### src/rtl/sa2_pkg.sv
package sa2_pkg;

  localparam int unsigned NUM_WAYS = 2;

  // Replacement choice: empty way 0, then empty way 1, then the recency bit.
  function automatic logic pick_victim(input logic valid0, input logic valid1,
                                       input logic lru_bit);
    if (!valid0) return 1'b0;
    if (!valid1) return 1'b1;
    return lru_bit;
  endfunction

  // The way not just used.
  function automatic logic other_way(input logic way);
    return ~way;
  endfunction

endpackage

### src/rtl/sa2_way_store.sv
module sa2_way_store #(
  parameter int unsigned SETS   = 4,
  parameter int unsigned TAG_W  = 12,
  parameter int unsigned DATA_W = 32,
  localparam int unsigned IDX_W = $clog2(SETS)
) (
  input  logic              clk,
  input  logic              rst_n,
  input  logic              wr_en,
  input  logic [IDX_W-1:0]  wr_set,
  input  logic [TAG_W-1:0]  wr_tag,
  input  logic [DATA_W-1:0] wr_data,
  input  logic [IDX_W-1:0]  rd_set,
  output logic              rd_valid,
  output logic [TAG_W-1:0]  rd_tag,
  output logic [DATA_W-1:0] rd_data,
  output logic [SETS-1:0]   valid_all
);

  logic [SETS-1:0]   valid_q;
  logic [TAG_W-1:0]  tag_q  [SETS];
  logic [DATA_W-1:0] data_q [SETS];

  always_ff @(posedge clk) begin
    if (!rst_n) valid_q <= '0;
    else if (wr_en) valid_q[wr_set] <= 1'b1;
  end

  always_ff @(posedge clk) begin
    if (wr_en) begin
      tag_q[wr_set]  <= wr_tag;
      data_q[wr_set] <= wr_data;
    end
  end

  assign rd_valid  = valid_q[rd_set];
  assign rd_tag    = tag_q[rd_set];
  assign rd_data   = data_q[rd_set];
  assign valid_all = valid_q;

  // a written entry is valid with its tag on the next cycle
  p_fill_lands_r6: assert property (@(posedge clk) disable iff (!rst_n)
    wr_en |=> (valid_q[$past(wr_set)] && tag_q[$past(wr_set)] == $past(wr_tag)));

endmodule

### src/rtl/sa2_hit_sel.sv
module sa2_hit_sel #(
  parameter int unsigned TAG_W  = 12,
  parameter int unsigned DATA_W = 32
) (
  input  logic                   clk,
  input  logic                   rst_n,
  input  logic [1:0]             way_valid,
  input  logic [1:0][TAG_W-1:0]  way_tag,
  input  logic [1:0][DATA_W-1:0] way_data,
  input  logic [TAG_W-1:0]       look_tag,
  output logic [1:0]             way_hit,
  output logic                   hit,
  output logic [DATA_W-1:0]      data
);

  for (genvar w = 0; w < 2; w++) begin : g_cmp
    assign way_hit[w] = way_valid[w] && (way_tag[w] == look_tag);
  end

  assign hit = |way_hit;

  always_comb begin
    data = '0;
    for (int w = 0; w < 2; w++) data = data | ({DATA_W{way_hit[w]}} & way_data[w]);
  end

  // the two ways never match together
  p_single_way_r5: assert property (@(posedge clk) disable iff (!rst_n)
    $onehot0(way_hit));

endmodule

### src/rtl/sa2_lru.sv
module sa2_lru #(
  parameter int unsigned SETS = 4,
  localparam int unsigned IDX_W = $clog2(SETS)
) (
  input  logic             clk,
  input  logic             rst_n,
  input  logic             hit_en,
  input  logic [IDX_W-1:0] hit_set,
  input  logic             hit_way,
  input  logic             fill_en,
  input  logic [IDX_W-1:0] fill_set,
  input  logic             fill_way,
  output logic [SETS-1:0]  lru_q
);
  import sa2_pkg::*;

  for (genvar s = 0; s < SETS; s++) begin : g_set
    always_ff @(posedge clk) begin
      if (!rst_n) lru_q[s] <= 1'b0;
      else if (fill_en && fill_set == IDX_W'(s)) lru_q[s] <= other_way(fill_way);
      else if (hit_en && hit_set == IDX_W'(s)) lru_q[s] <= other_way(hit_way);
    end
  end

  // fill points the recency bit away from the written way
  p_fill_lru_r8: assert property (@(posedge clk) disable iff (!rst_n)
    fill_en |=> (lru_q[$past(fill_set)] == !$past(fill_way)));

  // a counted hit points the recency bit away from the hit way
  p_hit_lru_r7: assert property (@(posedge clk) disable iff (!rst_n)
    (hit_en && !(fill_en && fill_set == hit_set)) |=>
      (lru_q[$past(hit_set)] == !$past(hit_way)));

  // no counted access, no recency change
  p_idle_lru_r10: assert property (@(posedge clk) disable iff (!rst_n)
    (!hit_en && !fill_en) |=> $stable(lru_q));

endmodule

### src/rtl/sa2_lookup.sv
module sa2_lookup #(
  parameter int unsigned ADDR_W   = 16,
  parameter int unsigned OFFSET_W = 2,
  parameter int unsigned SETS     = 4,
  parameter int unsigned DATA_W   = 32
) (
  input  logic              clk,
  input  logic              rst_n,
  input  logic              lk_valid,
  input  logic [ADDR_W-1:0] lk_addr,
  output logic              lk_hit,
  output logic [1:0]        lk_way_hit,
  output logic [DATA_W-1:0] lk_data,
  output logic              lk_victim,
  input  logic              fill_en,
  input  logic [ADDR_W-1:0] fill_addr,
  input  logic [DATA_W-1:0] fill_data
);
  import sa2_pkg::*;

  localparam int unsigned INDEX_W = $clog2(SETS);
  localparam int unsigned TAG_W   = ADDR_W - OFFSET_W - INDEX_W;

  // Set = block number modulo SETS; tag = block number divided by SETS.
  function automatic logic [INDEX_W-1:0] set_of(input logic [ADDR_W-1:0] a);
    return a[OFFSET_W +: INDEX_W];
  endfunction

  function automatic logic [TAG_W-1:0] tag_of(input logic [ADDR_W-1:0] a);
    return a[ADDR_W-1 -: TAG_W];
  endfunction

  logic [INDEX_W-1:0]     lk_set, fl_set;
  logic [TAG_W-1:0]       lk_tag, fl_tag;
  logic [1:0]             rd_valid;
  logic [1:0][TAG_W-1:0]  rd_tag;
  logic [1:0][DATA_W-1:0] rd_data;
  logic [1:0][SETS-1:0]   valid_all;
  logic [SETS-1:0]        lru_q;
  logic                   fl_way;
  logic [1:0]             way_wr;
  logic                   hit_update;
  logic                   unused_offset;

  assign lk_set = set_of(lk_addr);
  assign lk_tag = tag_of(lk_addr);
  assign fl_set = set_of(fill_addr);
  assign fl_tag = tag_of(fill_addr);
  assign unused_offset = ^{lk_addr[OFFSET_W-1:0], fill_addr[OFFSET_W-1:0]};

  assign fl_way = pick_victim(valid_all[0][fl_set], valid_all[1][fl_set], lru_q[fl_set]);

  for (genvar w = 0; w < 2; w++) begin : g_way
    assign way_wr[w] = fill_en && (fl_way == 1'(w));
    sa2_way_store #(.SETS(SETS), .TAG_W(TAG_W), .DATA_W(DATA_W)) u_store (
      .clk      (clk),
      .rst_n    (rst_n),
      .wr_en    (way_wr[w]),
      .wr_set   (fl_set),
      .wr_tag   (fl_tag),
      .wr_data  (fill_data),
      .rd_set   (lk_set),
      .rd_valid (rd_valid[w]),
      .rd_tag   (rd_tag[w]),
      .rd_data  (rd_data[w]),
      .valid_all(valid_all[w])
    );
  end

  sa2_hit_sel #(.TAG_W(TAG_W), .DATA_W(DATA_W)) u_hit (
    .clk      (clk),
    .rst_n    (rst_n),
    .way_valid(rd_valid),
    .way_tag  (rd_tag),
    .way_data (rd_data),
    .look_tag (lk_tag),
    .way_hit  (lk_way_hit),
    .hit      (lk_hit),
    .data     (lk_data)
  );

  assign hit_update = lk_valid && lk_hit;

  sa2_lru #(.SETS(SETS)) u_lru (
    .clk     (clk),
    .rst_n   (rst_n),
    .hit_en  (hit_update),
    .hit_set (lk_set),
    .hit_way (lk_way_hit[1]),
    .fill_en (fill_en),
    .fill_set(fl_set),
    .fill_way(fl_way),
    .lru_q   (lru_q)
  );

  assign lk_victim = pick_victim(rd_valid[0], rd_valid[1], lru_q[lk_set]);

  // an empty way is always offered before a full one
  p_victim_empty_r6: assert property (@(posedge clk) disable iff (!rst_n)
    (!rd_valid[0] || !rd_valid[1]) |-> !rd_valid[lk_victim]);

  // a miss drives zero data
  p_miss_data_zero_r4: assert property (@(posedge clk) disable iff (!rst_n)
    !lk_hit |-> (lk_data == '0));

endmodule

### config.mk
export PLATFORM = sky130hd
export DESIGN_NAME = sa2_lookup
export DESIGN_NICKNAME = d
export VERILOG_FILES = /design/src/rtl/sa2_pkg.sv /design/src/rtl/sa2_way_store.sv /design/src/rtl/sa2_hit_sel.sv /design/src/rtl/sa2_lru.sv /design/src/rtl/sa2_lookup.sv
export SDC_FILE = /design/constraint.sdc
export NUM_CORES = 1
export LEC_CHECK = 0
export ABC_AREA = 1
export BUFFER_PORTS_ARGS = -buffer_cell sky130_fd_sc_hd__buf_4
export CAP_MARGIN = 20
export CORE_MARGIN = 1
export CORE_UTILIZATION = 45
export DETAILED_ROUTE_END_ITERATION = 8
export SYNTH_ARGS = -nofsm -noshare
export SYNTH_HDL_FRONTEND = slang
export SYNTH_SLANG_ARGS = --single-unit
### constraint.sdc
create_clock -name clk -period 4.8 [get_ports clk]
set_input_delay 0.24 -clock clk [delete_from_list [all_inputs] [get_ports clk]]
set_output_delay 0.24 -clock clk [all_outputs]
set_load 0.05 [all_outputs]
Word level (Yosys, flattened, before mapping)

Memories as Yosys holds them, arrays and structs flattened.
Cells that the tools add are included.

Output and inout port bits: 36
Bits in read-only memories: 0
Bits in registers: 12
Logic and storage cells: 87
Memory bits (writable): 352
Latch bits: 0
Memories kept: 4

Memories:

| name                    | words | bits a word | rd ports | clocked after Yosys merged registers in | write ports | line                | source |
|---|---|---|---|---|---|---|---|
| g_way[0].u_store.data_q | 4     | 32          | 1        | 0                                       | 1           | sa2_way_store.sv:22 | `logic [DATA_W-1:0] data_q [SETS];` |
| g_way[1].u_store.data_q | 4     | 32          | 1        | 0                                       | 1           | sa2_way_store.sv:22 |  |
| g_way[0].u_store.tag_q  | 4     | 12          | 1        | 0                                       | 1           | sa2_way_store.sv:21 | `logic [TAG_W-1:0] tag_q [SETS];` |
| g_way[1].u_store.tag_q  | 4     | 12          | 1        | 0                                       | 1           | sa2_way_store.sv:21 |  |

Reduce and logical (&&, ||, !) cells: 21
$mul: 0
Bitwise gates (word level): 7
Add/subtract/negate cells: 0
Divide/modulo/power cells: 0
Shift-type cells: 0
Mux-type cells: 38
Equality and inequality tests: 8
Order comparisons: 3

Operators with widths:

| cell                                                                         | count |
|---|---|
| 32-bit bitwise AND                                                           | 2 |
| 32-bit bitwise OR                                                            | 1 |
| 1-bit 2-to-1 mux                                                             | 31 |
| 12-bit == test                                                               | 2 |
| 1-bit logical AND                                                            | 14 |
| 1-bit binary-select mux with 2-bit select                                    | 6 |
| 2-bit == test, second input constant                                         | 4 |
| 4-bit bitwise OR                                                             | 2 |
| 2-bit nonzero test                                                           | 4 |
| 2-bit by 3-bit less-than comparator with 1-bit output, second input constant | 2 |
| 2-bit by 1-bit == test with 1-bit output, second input constant              | 2 |
| 2-bit zero test                                                              | 2 |
| 1-bit demux with 2-bit select                                                | 1 |
| 2-bit by 1-bit >= comparator with 1-bit output, second input constant        | 1 |
| 1-bit NOT                                                                    | 2 |
| 2-bit OR reduction                                                           | 1 |

Logic depth before layout (Yosys ltp)

Depth in word-level cells: 10
Mapped depth: 20

Hierarchy

Synthesis repeated with hierarchy kept, for this count alone.

Cell total of the unflattened synthesis: 1751
Area total of the unflattened synthesis: 16772.3 um^2

By module, submodules not included:

| module                            | cells each | seq. area each (um^2) | times used | area an instance (um^2) |
|---|---|---|---|---|
| sa2_way_store at g_way[1].u_store | 721        | 5365.1                | 1          | 7632.3 |
| sa2_way_store at g_way[0].u_store | 721        | 5365.1                | 1          | 7621.1 |
| sa2_hit_sel                       | 228        | 0.0                   | 1          | 1064.8 |
| sa2_lru                           | 42         | 80.1                  | 1          | 265.3 |
| sa2_lookup                        | 39         | 0.0                   | 1          | 188.9 |

Worst setup path before layout

OpenSTA, ideal clock, no wires.

Kind: input to register
Start: input fill_addr[3]
End: memory g_way[1].u_store.data_q[1][0], enable pin
Arrival time: 2.787 ns
Path slack: 1.566 ns
Stages on the path: 5
Setup time: 0.447 ns
Data required time: 4.353 ns
Path buffers: 0
Cell sequence: inv_1 > or2_2 > o221ai_1 > nand2_1 > nor2_1

Word-level cells in the longest chain between the ends: 9
Elaborated cells between the ends (all ways): 14
Classes of those cells: 13 x mux; 1 x reduce/logical

RTL lines:

| what                                      | line                | source |
|---|---|---|
| start, declared                           | sa2_lookup.sv:16    | `input logic [ADDR_W-1:0] fill_addr,` |
| 1-bit binary-select mux with 2-bit select | sa2_lookup.sv:51    | `assign fl_way = pick_victim(valid_all[0][fl_set], valid_all[1][fl_set], lru_q[fl_set]);` |
| 1-bit 2-to-1 mux (implied by the code)    | sa2_lookup.sv:51    |  |
| 1-bit 2-to-1 mux (2 in a row)             | sa2_pkg.sv:9        | `if (!valid1) return 1'b1;` |
| 1-bit 2-to-1 mux                          | sa2_pkg.sv:10       | `return lru_bit;` |
| 1-bit 2-to-1 mux                          | sa2_pkg.sv:9        |  |
| 1-bit logical AND                         | sa2_lookup.sv:54    | `assign way_wr[w] = fill_en && (fl_way == 1'(w));` |
| 1-bit 2-to-1 mux                          | sa2_way_store.sv:30 | `if (wr_en) begin` |
| 1-bit 2-to-1 mux (implied by the code)    | sa2_way_store.sv:32 | `data_q[wr_set] <= wr_data;` |
| end, declared                             | sa2_way_store.sv:22 |  |

Several ways; a longest one is shown, not always the timed one. The select of a mux whose other input is x is not followed.

Worst setup path in the final report

Start: input lk_addr[2]
End: output lk_data[23]

Word-level cells in the longest chain between the ends: 5
Elaborated cells between the ends (all ways): 15
Classes of those cells: 2 x eq/ne; 4 x mux; 3 x bitwise; 2 x reduce/logical; 4 x memory

RTL lines:

| what                                                                                | line                                   | source |
|---|---|---|
| start, declared                                                                     | sa2_lookup.sv:10                       | `input logic [ADDR_W-1:0] lk_addr,` |
| memory read 4 x 12 bit or 1-bit binary-select mux with 2-bit select (tied branches) | --                                     |  |
| 12-bit == test or 1-bit 2-to-1 mux (tied branches)                                  | sa2_hit_sel.sv:17, sa2_way_store.sv:36 |  |
| 1-bit logical AND                                                                   | sa2_hit_sel.sv:17                      | `assign way_hit[w] = way_valid[w] && (way_tag[w] == look_tag);` |
| 32-bit bitwise AND                                                                  | sa2_hit_sel.sv:24                      | `for (int w = 0; w < 2; w++) data = data \| ({DATA_W{way_hit[w]}} & way_data[w]);` |
| 32-bit bitwise OR *                                                                 | sa2_hit_sel.sv:24                      |  |
| end, declared                                                                       | sa2_lookup.sv:13                       | `output logic [DATA_W-1:0] lk_data,` |

Mark *: on every way between the ends. The rest lies on a longest branch, timed or not. The select of a mux whose other input is x is not followed.

==> results.toml <==
[run_status]
status = "completed"

[route]
dr.pass1.iters = 5
drt-total-wl_mm = 33.3
vias = 9054
wl_per_cell_um = 19.7
final_antenna_net_count = 0
viasPerCell = 5.36
drt_iter0_drc = 618
drc = 0

[placement]
gp_congestion = 0.824
dp.cells = 1572
place_ws_ns = 1.60
io_buffers = 99
post-dp-hpwl_mm = 17.1

[synthesis]
synth_top_area_frac = 0.736
synth_area_leaders = "edfxtp_1, nand2_1, a22oi_1, dfxtp_1, a31oi_1"
ys_seq_area_frac = 0.752
synth_area_leader_cell = "edfxtp_1"
synth_edf_count = 352
synthTopCellsByCount = "nand2_1, edfxtp_1, a22oi_1, inv_1, a21oi_1"
syn_nets = 1174
synthCells = 1106
synthDistinctLibCells = 29
yosys_warnings = 0
yosys_most_used_dff = "edfxtp_1"
yosysMostFrequentCell = "nand2_1"
synth_area_mm2 = 0.0144
syn_area_per_cell_um2 = 13.0
async_reset_ff_frac = 0
synth-seq-cells = 364

[global_routing]
antenna_found_initial = 1
grt_pass1_wl_mm = 51.2
grt_pass1_vias = 8979
grt_start_max_net_pins = 68
grt.total_usage = 0.207
grt_overflow_total = 0

[timing]
timing.final.ws_setup_ns = 1.63
relSlewSlack = 0.346
fin_crit_ns = 3.17
finalCritPeriodShare = 0.661
rsz0062_at_grt = "false"
finalSetupViolations = 0
tightest_slew_ns = 0.979
fin_hold_ws_ns = 0.125
slew_violations = 0
fin_skew_ns = 0.0156
tns_ns = 0
fmax_ghz = 0.315
finalHoldViolations = 0

[cells_and_area]
fill_cells = 2600
regArea_mm2 = 0.0108
multi_input_area_mm2 = 0.00318
final_layout_size_suffix_gt1_frac = 0.145
nets = 1324
final_cells = 1689
area_growth_pct = 20.0

[floorplan]
fp-row-count = 65
fp.coreArea_mm2 = 0.0315
die_h_um = 181
die_w_um = 181
start_util = 0.457
die_area_mm2 = 0.0327
io_pins = 104

[critical_path]
crit_type = "input port to output pin"
crit_chain = "buf_4 > inv_2 > nand2_1 > nand2_1 > nand2_1 > nand2_1 > nand2_1 > nand2_1 > nand3_1 > nor2_4 > nand2_2 > buf_4 > a21oi_1 > or2_1 > buf_4"
r2r_start = "g_way[1].u_store.valid_all[3]$_SDFFE_PN0P_"
cp_max_fo = 49
cp_slowest_cell = "inv_2"
ff2ff_path_depth = 7
required_ns = 4.56
regToRegSetupSlack_ns = 2.11
worst_path_largest_cell_delay_ns = 0.66
end_kind = "output pin"
cp.arrival_ns = 2.93
cpMostUsedCell = "nand2_1"
rr_endpoint = "g_way[0].u_store.data_q[3][24]$_DFFE_PP_"
cp-start-kind = "input port"

[power_and_ir_drop]
power_density_mw_per_mm2 = 399
total_power_uw = 6890
vdd.ir_drop.worst_v = 0.000321
p_leak_uw = 0.00638

[clock_tree]
post_cts_buffers = 0
clk_path_buf_depth = 3
clk-insertion-delay-late_ns = 0.54
htreeDepth = 2
cts_buffers = 39
cts_tree = "built"
clock-sinks = 364
post_cts_resized = 0
cts_root_buf = "clkbuf_16"
clkTransAtPathRegs_ns = 0.05

[run]
maxCapViolations = 0

[min_path]
min_path_type = "input port to flop"
worstHoldEndpoint = "g_way[1].u_store.valid_all[0]$_SDFFE_PN0P_"
worstHoldPathCells = 4
hp-start = "fill_addr[3]"
==> cell usage in the layout (no fill, tap or decap), drive strengths merged <==
master and instances:
mux2i 1, a21oi 39, o22ai 1, nand4 5
o221ai 2, o211ai 2, a31oi 34, buf 117
o21a 3, dfxtp 12, nand3 32, dlygate4sd3 45
o2bb2ai 1, or2 33, edfxtp 352, o21ai 1
clkinv 7, nand2 362, clkbuf 60, bufinv 3
nor2 30, inv 45, a22oi 99, diode 1
==> where the power goes <==
part           internal, uW  switching, uW
combinational           127            251
sequential             3560           15.8
clock                  1770           1170
==> worst max path at each step <==
| stage | from | endpoint | slack (ns) | cells past startpoint |
|---|---|---|---|---|
| 2_1_floorplan | fill_addr[3] | g_way[1].u_store.data_q[1][0]$_DFFE_PP_ | 1.57 | 5 |
| 3_3_place_gp | lk_addr[2] | lk_data[23] | 1.57 | 15 |
| 3_5_place_dp | lk_addr[2] | lk_data[23] | 1.60 | 15 |
| 4_1_cts | lk_addr[2] | lk_data[23] | 1.58 | 15 |
| 5_1_grt | lk_addr[2] | lk_data[13] | 1.38 | 15 |
| 6_report | lk_addr[2] | lk_data[23] | 1.63 | 15 |
==> cell type report <==
type,count,area share
diodes,1,0.000145
multi-input cells,645,0.184
well taps,402,0.0292
clock buffers,60,0.0648
clock inverters,11,0.00805
flip-flops and latches,364,0.627
repair buffers,162,0.0771
inverters,44,0.00958
==> metal layers <==
layer | track usage | vias up | part of all wire
li1 | - | 4297 | -
met1 | 0.272 | 4479 | 0.44
met2 | 0.351 | 218 | 0.49
met3 | 0.0409 | 60 | 0.052
met4 | 0.0595 | 0 | 0.024
met5 | 0 | - | 0
==> cells by family after synthesis <==
family	share of synthesized area
AND/OR/NAND/NOR	0.132
multiplexers	0.000697
AO/OA/AOI/OAI	0.0853
buffers and inverters	0.0294
flip-flops	0.752
==> critical path, delay by kind of cell <==
kind | cells | cell delay, ns
buf+inv | 4 | 1.30
simple gates | 10 | 1.18
compound gates | 1 | 0.18
==> what timing repair did <==
item,CTS,global route
endpoints found under the hold margin,356,0
hold buffers,45,0
endpoints found under the setup margin,0,0
==> stage by stage <==
step,utilization,cell area [um2]
floorplan,-,14400
global placement,0.494,15500
detailed placement,0.494,15500
CTS,0.548,17200
global route,0.548,17200
finish,0.548,17200
==> registers in the layout, indices dropped and copies added (netlist names) <==
| signal | count |
|---|---|
| g_way.u_store.valid_all | 8 |
| g_way.u_store.tag_q | 96 |
| g_way.u_store.data_q | 256 |
| u_lru.lru_q | 4 |
Note: power is estimated with default switching activity, not from simulation.
